$ cat src/rtl/scsi_tx_pkg.sv
package scsi_tx_pkg;
   typedef enum logic [1:0] {
      TX_IDLE  = 2'd0,
      TX_SETUP = 2'd1,
      TX_REQ   = 2'd2
   } tx_state_t;
endpackage

$ cat src/rtl/tx_ack_sync.sv
module tx_ack_sync #(
   parameter int   STAGES    = 2,
   parameter logic RESET_VAL = 1'b1
) (
   input  logic clk,
   input  logic rst_n,
   input  logic din,
   output logic dout
);
   if (STAGES < 2) begin : g_bad_stages
      $error("tx_ack_sync: STAGES must be at least 2");
   end

   logic [STAGES-1:0] chain;

   for (genvar i = 0; i < STAGES; i++) begin : g_stage
      if (i == 0) begin : g_first
         always_ff @(posedge clk or negedge rst_n) begin
            if (!rst_n) chain[0] <= RESET_VAL;
            else        chain[0] <= din;
         end
      end else begin : g_next
         always_ff @(posedge clk or negedge rst_n) begin
            if (!rst_n) chain[i] <= RESET_VAL;
            else        chain[i] <= chain[i-1];
         end
      end
   end

   assign dout = chain[STAGES-1];
endmodule

$ cat src/rtl/tx_parity_gen.sv
module tx_parity_gen #(
   parameter int DATA_W = 8,
   parameter bit ODD    = 1'b1
) (
   input  logic [DATA_W-1:0] data,
   output logic              par
);
   if (DATA_W < 1) begin : g_bad_width
      $error("tx_parity_gen: DATA_W must be positive");
   end

   if (ODD) begin : g_odd
      assign par = ~(^data);
   end else begin : g_even
      assign par = ^data;
   end
endmodule

$ cat src/rtl/tx_setup_timer.sv
module tx_setup_timer #(
   parameter int CYCLES = 9
) (
   input  logic clk,
   input  logic rst_n,
   input  logic load,
   output logic expired
);
   localparam int CNT_W = (CYCLES < 2) ? 1 : $clog2(CYCLES);
   localparam logic [CNT_W-1:0] LOAD_VAL = CNT_W'(CYCLES - 1);

   if (CYCLES < 1) begin : g_bad_cycles
      $error("tx_setup_timer: CYCLES must be at least 1");
   end

   logic [CNT_W-1:0] cnt;

   always_ff @(posedge clk or negedge rst_n) begin
      if (!rst_n)               cnt <= '0;
      else if (load)            cnt <= LOAD_VAL;
      else if (cnt != '0)       cnt <= cnt - 1'b1;
   end

   assign expired = (cnt == '0);
endmodule

$ cat src/rtl/tx_handshake_fsm.sv
module tx_handshake_fsm
   import scsi_tx_pkg::*;
#(
   parameter int DATA_W = 8
) (
   input  logic              clk,
   input  logic              rst_n,
   input  logic [DATA_W-1:0] in_data,
   input  logic              in_par,
   input  logic              in_valid,
   output logic              in_ready,
   input  logic              ack_sync,
   input  logic              timer_expired,
   output logic              timer_load,
   output logic [DATA_W:0]   bus_q,
   output logic              oe_q,
   output logic              req_n_q,
   output logic              busy,
   output logic              done_q
);
   tx_state_t state;

   assign in_ready   = (state == TX_IDLE);
   assign busy       = (state != TX_IDLE);
   assign timer_load = in_ready && in_valid;

   always_ff @(posedge clk or negedge rst_n) begin
      if (!rst_n) begin
         state   <= TX_IDLE;
         bus_q   <= '0;
         oe_q    <= 1'b0;
         req_n_q <= 1'b1;
         done_q  <= 1'b0;
      end else begin
         done_q <= 1'b0;
         unique case (state)
            TX_IDLE: begin
               if (in_valid) begin
                  bus_q <= {in_par, in_data};
                  oe_q  <= 1'b1;
                  state <= TX_SETUP;
               end
            end
            TX_SETUP: begin
               if (timer_expired && ack_sync) begin
                  req_n_q <= 1'b0;
                  state   <= TX_REQ;
               end
            end
            TX_REQ: begin
               if (!ack_sync) begin
                  req_n_q <= 1'b1;
                  done_q  <= 1'b1;
                  state   <= TX_IDLE;
               end
            end
            default: state <= TX_IDLE;
         endcase
      end
   end
endmodule

$ cat src/rtl/scsi_tgt_async_tx.sv
module scsi_tgt_async_tx #(
   parameter int DATA_W       = 8,
   parameter int SETUP_CYCLES = 9,
   parameter int SYNC_STAGES  = 2,
   parameter bit ODD_PARITY   = 1'b1
) (
   input  logic              clk,
   input  logic              rst_n,
   input  logic [DATA_W-1:0] in_data,
   input  logic              in_valid,
   output logic              in_ready,
   input  logic              ack_n,
   output logic [DATA_W:0]   bus_out,
   output logic              bus_oe,
   output logic              req_n,
   output logic              busy,
   output logic              done
);
   localparam int BUS_W = DATA_W + 1;

   if (SETUP_CYCLES < 1) begin : g_bad_setup
      $error("scsi_tgt_async_tx: SETUP_CYCLES must be at least 1");
   end
   if (SYNC_STAGES < 2) begin : g_bad_sync
      $error("scsi_tgt_async_tx: SYNC_STAGES must be at least 2");
   end

   logic ack_sync;
   logic par;
   logic timer_load;
   logic timer_expired;

   tx_ack_sync #(
      .STAGES    (SYNC_STAGES),
      .RESET_VAL (1'b1)
   ) u_ack_sync (
      .clk   (clk),
      .rst_n (rst_n),
      .din   (ack_n),
      .dout  (ack_sync)
   );

   tx_parity_gen #(
      .DATA_W (DATA_W),
      .ODD    (ODD_PARITY)
   ) u_parity (
      .data (in_data),
      .par  (par)
   );

   tx_setup_timer #(
      .CYCLES (SETUP_CYCLES)
   ) u_timer (
      .clk     (clk),
      .rst_n   (rst_n),
      .load    (timer_load),
      .expired (timer_expired)
   );

   tx_handshake_fsm #(
      .DATA_W (DATA_W)
   ) u_fsm (
      .clk           (clk),
      .rst_n         (rst_n),
      .in_data       (in_data),
      .in_par        (par),
      .in_valid      (in_valid),
      .in_ready      (in_ready),
      .ack_sync      (ack_sync),
      .timer_expired (timer_expired),
      .timer_load    (timer_load),
      .bus_q         (bus_out),
      .oe_q          (bus_oe),
      .req_n_q       (req_n),
      .busy          (busy),
      .done_q        (done)
   );

   logic [BUS_W-1:0] unused_width_probe;
   assign unused_width_probe = bus_out;
endmodule

$ cat config.mk
export PLATFORM = sky130hd
export DESIGN_NAME = scsi_tgt_async_tx
export DESIGN_NICKNAME = d
export VERILOG_FILES = /design/src/rtl/scsi_tx_pkg.sv /design/src/rtl/tx_ack_sync.sv /design/src/rtl/tx_parity_gen.sv /design/src/rtl/tx_setup_timer.sv /design/src/rtl/tx_handshake_fsm.sv /design/src/rtl/scsi_tgt_async_tx.sv
export SDC_FILE = /design/constraint.sdc
export NUM_CORES = 1
export LEC_CHECK = 0
export BUFFER_PORTS_ARGS = -buffer_cell sky130_fd_sc_hd__buf_2
export CAP_MARGIN = 20
export CORE_MARGIN = 4
export CORE_UTILIZATION = 44
export CTS_CLUSTER_DIAMETER = 80
export CTS_CLUSTER_SIZE = 20
export DETAILED_ROUTE_END_ITERATION = 7
export GPL_TIMING_DRIVEN = 0
export PLACE_DENSITY = 0.75
export SLEW_MARGIN = 10
export SYNTH_ARGS = -nofsm -noshare
export SYNTH_HDL_FRONTEND = slang
export SYNTH_SLANG_ARGS = --single-unit
$ cat constraint.sdc
create_clock -name clk -period 1.4 [get_ports clk]
set_input_delay 0.14 -clock clk [delete_from_list [all_inputs] [get_ports clk]]
set_output_delay 0.14 -clock clk [all_outputs]
set_load 0.05 [all_outputs]
## After elaboration in Yosys (flattened, before gate mapping)

Index checks and enable logic that the tools add are counted.

| storage, ports and cells | value |
|---|---|
| bits in registers | 20 |
| input bits | 12 |
| output and inout port bits | 14 |
| logic and storage cells | 38 |

| cells by class | value |
|---|---|
| add/sub/neg operators | 1 |
| eq/ne operators | 5 |
| mux-type cells | 11 |
| bitwise gates (word level) | 1 |
| reductions and logical operators | 12 |

Operators by type and width:

| kind | count |
|---|---|
| 4-bit two-way mux | 2 |
| 8-bit XOR reduction | 1 |
| 2-bit two-way mux | 3 |
| 2-bit case mux with 3 select lines | 1 |
| 3-bit AND reduction | 2 |
| 2-bit nonzero test | 3 |
| 4-bit zero test | 1 |
| 1-bit two-way mux | 4 |
| 2-bit inequality test (second input constant) | 2 |
| 4-bit nonzero test | 1 |
| 4-bit by 1-bit subtractor with 4-bit output (second input constant) | 1 |
| 2-bit by 1-bit equality test with 1-bit output (second input constant) | 1 |
| 2-bit equality test (second input constant) | 1 |
| 1-bit logical AND | 2 |
| 2-bit zero test | 1 |
| 2-bit by 1-bit inequality test with 1-bit output (second input constant) | 1 |
| 1-bit case mux with 2 select lines | 1 |
| 2-bit AND reduction | 1 |
| 1-bit inverter | 1 |

## Depth between registers and ports, before layout

| logic depth | value |
|---|---|
| word-level depth | 4 |
| mapped depth | 6 |
| gate-level depth less buffers | 6 |

## Cells and area by module

From an unflattened synthesis, not the netlist that was laid out.

| unflattened totals | value |
|---|---|
| cell total of the unflattened synthesis | 68 |
| area, all modules | 883.3 µm² |

By module, submodules not included:

| module | instances | cells an instance | area each (µm²) | seq. area each (µm²) |
|---|---|---|---|---|
| tx_handshake_fsm | 1 | 38 | 550.5 | 351.6 |
| tx_setup_timer | 1 | 21 | 219.0 | 100.1 |
| tx_parity_gen | 1 | 7 | 61.3 | 0.0 |
| tx_ack_sync | 1 | 2 | 52.6 | 52.6 |

## Least setup slack after synthesis

Ideal clock, no wire load.

| timing | value |
|---|---|
| path type | register -> register |
| start | register u_fsm.state[1] |
| end | register u_fsm.bus_q[1] |
| setup time | 0.125 ns |
| arrival | 1.308 ns |
| data required time | 1.275 ns |
| setup slack | -0.033 ns |
| cell stages (with the launch flop) | 5 |
| path buffers | 1 |
| period minus slack after synthesis | 1.433 ns |
| path through | dfrtp_1 -> nor2_4 -> nand2_2 -> buf_6 -> mux2_4 |

| on the way | value |
|---|---|
| cells in the longest elaborated chain, start to end | 2 |

Ends and longest elaborated chain:

| element | line | source |
|---|---|---|
| start, declared | tx_handshake_fsm.sv:21 | `tx_state_t state;` |
| start signal, assigned | tx_handshake_fsm.sv:29 | `state <= TX_IDLE;` |
| start signal, assigned | tx_handshake_fsm.sv:41 | `state <= TX_SETUP;` |
| start signal, assigned | tx_handshake_fsm.sv:47 | `state <= TX_REQ;` |
| 2-bit zero test | -- |  |
| via in_ready | scsi_tgt_async_tx.sv:11 | `output logic in_ready,` |
| 2-bit AND reduction (no source line) | -- |  |
| end signal, assigned | tx_handshake_fsm.sv:39 | `bus_q <= {in_par, in_data};` |
| end, declared | tx_handshake_fsm.sv:15 | `output logic [DATA_W:0] bus_q,` |

The timed path passes the listed nets, and every way through them passes these cells.
A chain may end at the register's enable or synchronous reset.

## Final worst setup path

| timing | value |
|---|---|
| start | register u_timer.cnt[1] |
| end | register u_fsm.req_n_q |

| on the way | value |
|---|---|
| cells in the longest elaborated chain, start to end | 4 |

Ends and longest elaborated chain:

| element | line | source |
|---|---|---|
| start, declared | tx_setup_timer.sv:16 | `logic [CNT_W-1:0] cnt;` |
| start signal, assigned | tx_setup_timer.sv:21 | `else if (cnt != '0) cnt <= cnt - 1'b1;` |
| 4-bit zero test | tx_setup_timer.sv:24 | `assign expired = (cnt == '0);` |
| 1-bit logical AND | tx_handshake_fsm.sv:45 | `if (timer_expired && ack_sync) begin` |
| 2-bit by 1-bit inequality test with 1-bit output (no source line) | -- |  |
| 3-bit AND reduction (no source line) | -- |  |
| end signal, assigned | tx_handshake_fsm.sv:32 | `req_n_q <= 1'b1;` |
| end signal, assigned | tx_handshake_fsm.sv:46 | `req_n_q <= 1'b0;` |
| end signal, assigned | tx_handshake_fsm.sv:52 | `req_n_q <= 1'b1;` |
| end, declared | tx_handshake_fsm.sv:17 | `output logic req_n_q,` |

Every way passes these cells.

==> run summary <==
synthesized area per cell -> 13.39 µm²
end-of-flow core utilization -> 59.99%
warning count from the yosys run -> 0
Setup TNS -> 0 ns
count of clock tree sinks -> 20
instance area at placement -> 1056 µm²
number of nets with antenna violations after detailed routing -> 0
number of port buffers -> 25
ANT cells -> 0
Power Dens Cells -> 2563 nW/µm²
DRC -> 0
combined buffer and inverter count along the critical path -> 1
number of setup violations in the final report -> 0
antenna violations before repair -> 0
commonest cells after routing, fill and taps aside -> 24 x buf_2, 17 x dfrtp_1, 7 x mux2_4
Root Buffer -> clkbuf_4
global-route wire length before repair -> 2325 µm
switching power share of the total -> 45.27%
CP max stage delay -> 0.42 ns
number of rows created at floorplan -> 16
commonest non-fill, non-tap cell in the layout -> buf_2
net count after synthesis -> 80
internal power component -> 1.634 mW
routed len/inst -> 11.17 µm
slowest library cell on the worst path -> dfrtp_1
multi-input combinational cell area -> 386.6 µm²
number of global-route vias before repair -> 538
Top-Level Pins -> 26
Final Wtd Congestion -> 0.6612
total gr overflow -> 0
largest fanout on the critical path -> 6
Detailed Route Iter0 Violations -> 6
Critical Path AT -> 1.59 ns
RSZ-0062 raised after global routing -> true
Critical Setup Path Class -> reg -> reg
total core area -> 1942 µm²
die height -> 53.16 µm
Total Die Area -> 2825 µm²
total power after layout -> 2.985 mW
area of the mapped netlist -> 897.1 µm²
fmax -> 737.9 MHz
Hold WC Path Type -> in -> reg
sw power -> 1.351 mW
Vias per Instance -> 4.473
Critical Path, Cell by Cell -> inv_2, ha_4, nor3b_4, a31oi_1, a211o_1
power share of the sequential group -> 33.2%
sequential fraction of the synthesis area -> 56.21%
Clk pwr share -> 11.0%
flip-flop and latch area -> 504.2 µm²
post-route minimum period -> 1.355 ns
distinct cell type count of the synthesized netlist -> 26
routed vias -> 577
layout cells sized above 1 -> 50.98%
Syn-to-layout area delta -> 29.85%
MaxCap Viol Count -> 0
first-pass detailed-route iteration total -> 4
number of levels in the clock H-tree -> 1
Logic pwr share -> 55.8%
result of the run -> complete, no violations
Peak VDD IR -> 1.537 mV
worst hold slack across all endpoints -> 0.09329 ns
clock tree from TritonCTS -> done
final net count -> 116
hold violation count in the final report -> 0
Static Leakage -> 0.5662 nW
worst endpoint required time -> 1.64 ns
Setup Skew -> 0.004571 ns
number of buffers inserted during clock tree synthesis -> 3
clock latency on the worst-skew pair -> 0.29 ns
Max Buffers Root-to-Sink -> 2
total length of routed wires -> 1441 µm
Max Slew Vio Count -> 0
number of register bits inferred by synthesis -> 20
synthesized instance count -> 67
pin count of the biggest net entering global routing -> 21
starting density of the core -> 46.20%
clock slew at the register clock pins of the worst setup and hold paths -> 0.11 ns
area of all placed cells without fillers -> 1165 µm²
max-slew headroom at the worst pin -> 71.37%
Horiz. Die Dim -> 53.16 µm
nature of the critical path startpoint -> register
post-route clock period utilization -> 96.80%
all-layer global routing usage -> 11.52%
slew at the pin closest to its max-slew limit -> 0.4294 ns
post-DP HPWL -> 1070 µm
CP Capture Type -> register
cell family with most CP delay -> flip-flops
fillcell total -> 162
[stage by stage]
step | std cells | setup WS, ns
floorplan | 67 | -0.03338
global placement | 119 | -0.0002325
detailed placement | 119 | -0.06505
CTS | 126 | 0.004660
global route | 129 | -0.04735
finish | 129 | 0.04486
[timing repair]
action | 4_1_cts | 5_1_grt
pin swaps | 2 | 3
hold buffers | 2 | 0
gates resized for setup | 3 | 3
setup endpoints to repair | 2 | 4
setup buffers | 1 | 3
hold endpoints to repair | 18 | 0
[registers in the layout (all words and copies together), names as in the netlist]
register / count
u_fsm.state: 2
u_timer.cnt: 4
u_fsm.oe_q: 1
u_ack_sync.chain: 1
u_fsm.done_q: 1
u_fsm.req_n_q: 1
u_ack_sync.dout: 1
u_fsm.bus_q: 9
[metal layers]
metal / GRT usage [%] / part of all wire, %
met1: 15.00 / 45
met2: 17.56 / 51
met3: 2.535 / 3.3
met5: 0 / 0
met4: 6.383 / 0
[Yosys cell counts]
| cell type | count | area share, % |
|---|---|---|
| a31oi_1 | 1 | 0.70 |
| nand3b_1 | 1 | 0.84 |
| nand2_1 | 2 | 0.84 |
| nor3b_1 | 1 | 0.84 |
| nor2_4 | 1 | 1.3 |
| nor3b_4 | 1 | 2.1 |
| nor2_1 | 4 | 1.7 |
| mux2i_1 | 1 | 1.1 |
| mux2_2 | 1 | 1.3 |
| and2_1 | 2 | 1.4 |
| dfstp_2 | 3 | 8.8 |
| buf_6 | 1 | 1.3 |
| a211o_1 | 2 | 2.0 |
| mux2_4 | 7 | 12 |
| or3_1 | 1 | 0.70 |
| xor2_1 | 1 | 0.98 |
| xnor2_1 | 7 | 6.8 |
| a311oi_1 | 1 | 0.98 |
| nand2b_1 | 2 | 1.4 |
| inv_1 | 4 | 1.7 |
| o21ai_0 | 1 | 0.56 |
| a21oi_1 | 2 | 1.1 |
| dfrtp_1 | 17 | 47 |
| ha_1 | 1 | 1.4 |
| nand2_2 | 1 | 0.70 |
| nor3_1 | 1 | 0.56 |
[path summary, 6_finish.rpt]
| path | startpoint | endpoint | slack (ns) | cells past startpoint |
|---|---|---|---|---|
| max in group asynchronous | rst_n | u_ack_sync.chain[0] | 0.77 | 2 |
| setup reg to reg | u_timer.cnt[1] | u_fsm.req_n_q | 0.04 | 5 |
| setup / recovery | u_timer.cnt[1] | u_fsm.req_n_q | 0.04 | 5 |
| hold reg to reg | u_ack_sync.chain[0] | u_ack_sync.dout | 0.37 | 0 |
| min in group asynchronous | rst_n | u_timer.cnt[3] | 0.30 | 2 |
| hold / removal | in_data[3] | u_fsm.bus_q[3] | 0.09 | 2 |
[final cells by class]
class	instances	area share, %
flip-flops and latches	20	43.29
multi-input cells	42	33.19
repair buffers	31	15.25
clock buffers	4	3.115
well taps	27	2.900
inverters	4	1.289
plain buffers	1	0.9667
[cells by family (layout without fill, tap and decap cells)]
logic type	count (synthesis)	in the layout	share of synthesized area, %
xor gates and xnor gates	8	8	7.811
adders and majority gates	1	1	1.394
AOI/OAI and AO/OA	7	7	5.300
muxes	9	9	14.09
buffers and inverters	5	40	2.928
and+or+nand+nor	17	17	12.27
DFF	20	20	56.21
[power groups by stage]
stage          clock, mW  combinational, mW  sequential [mW]
3_5_place_dp           0               1.52            0.995
5_1_grt            0.378               1.78             1.02
4_1_cts            0.337               1.58            0.989
2_1_floorplan          0              0.722             1.49
3_3_place_gp           0               1.50            0.988
6_report           0.329               1.67            0.990
No activity file was read; power rests on OpenSTA's default activity.
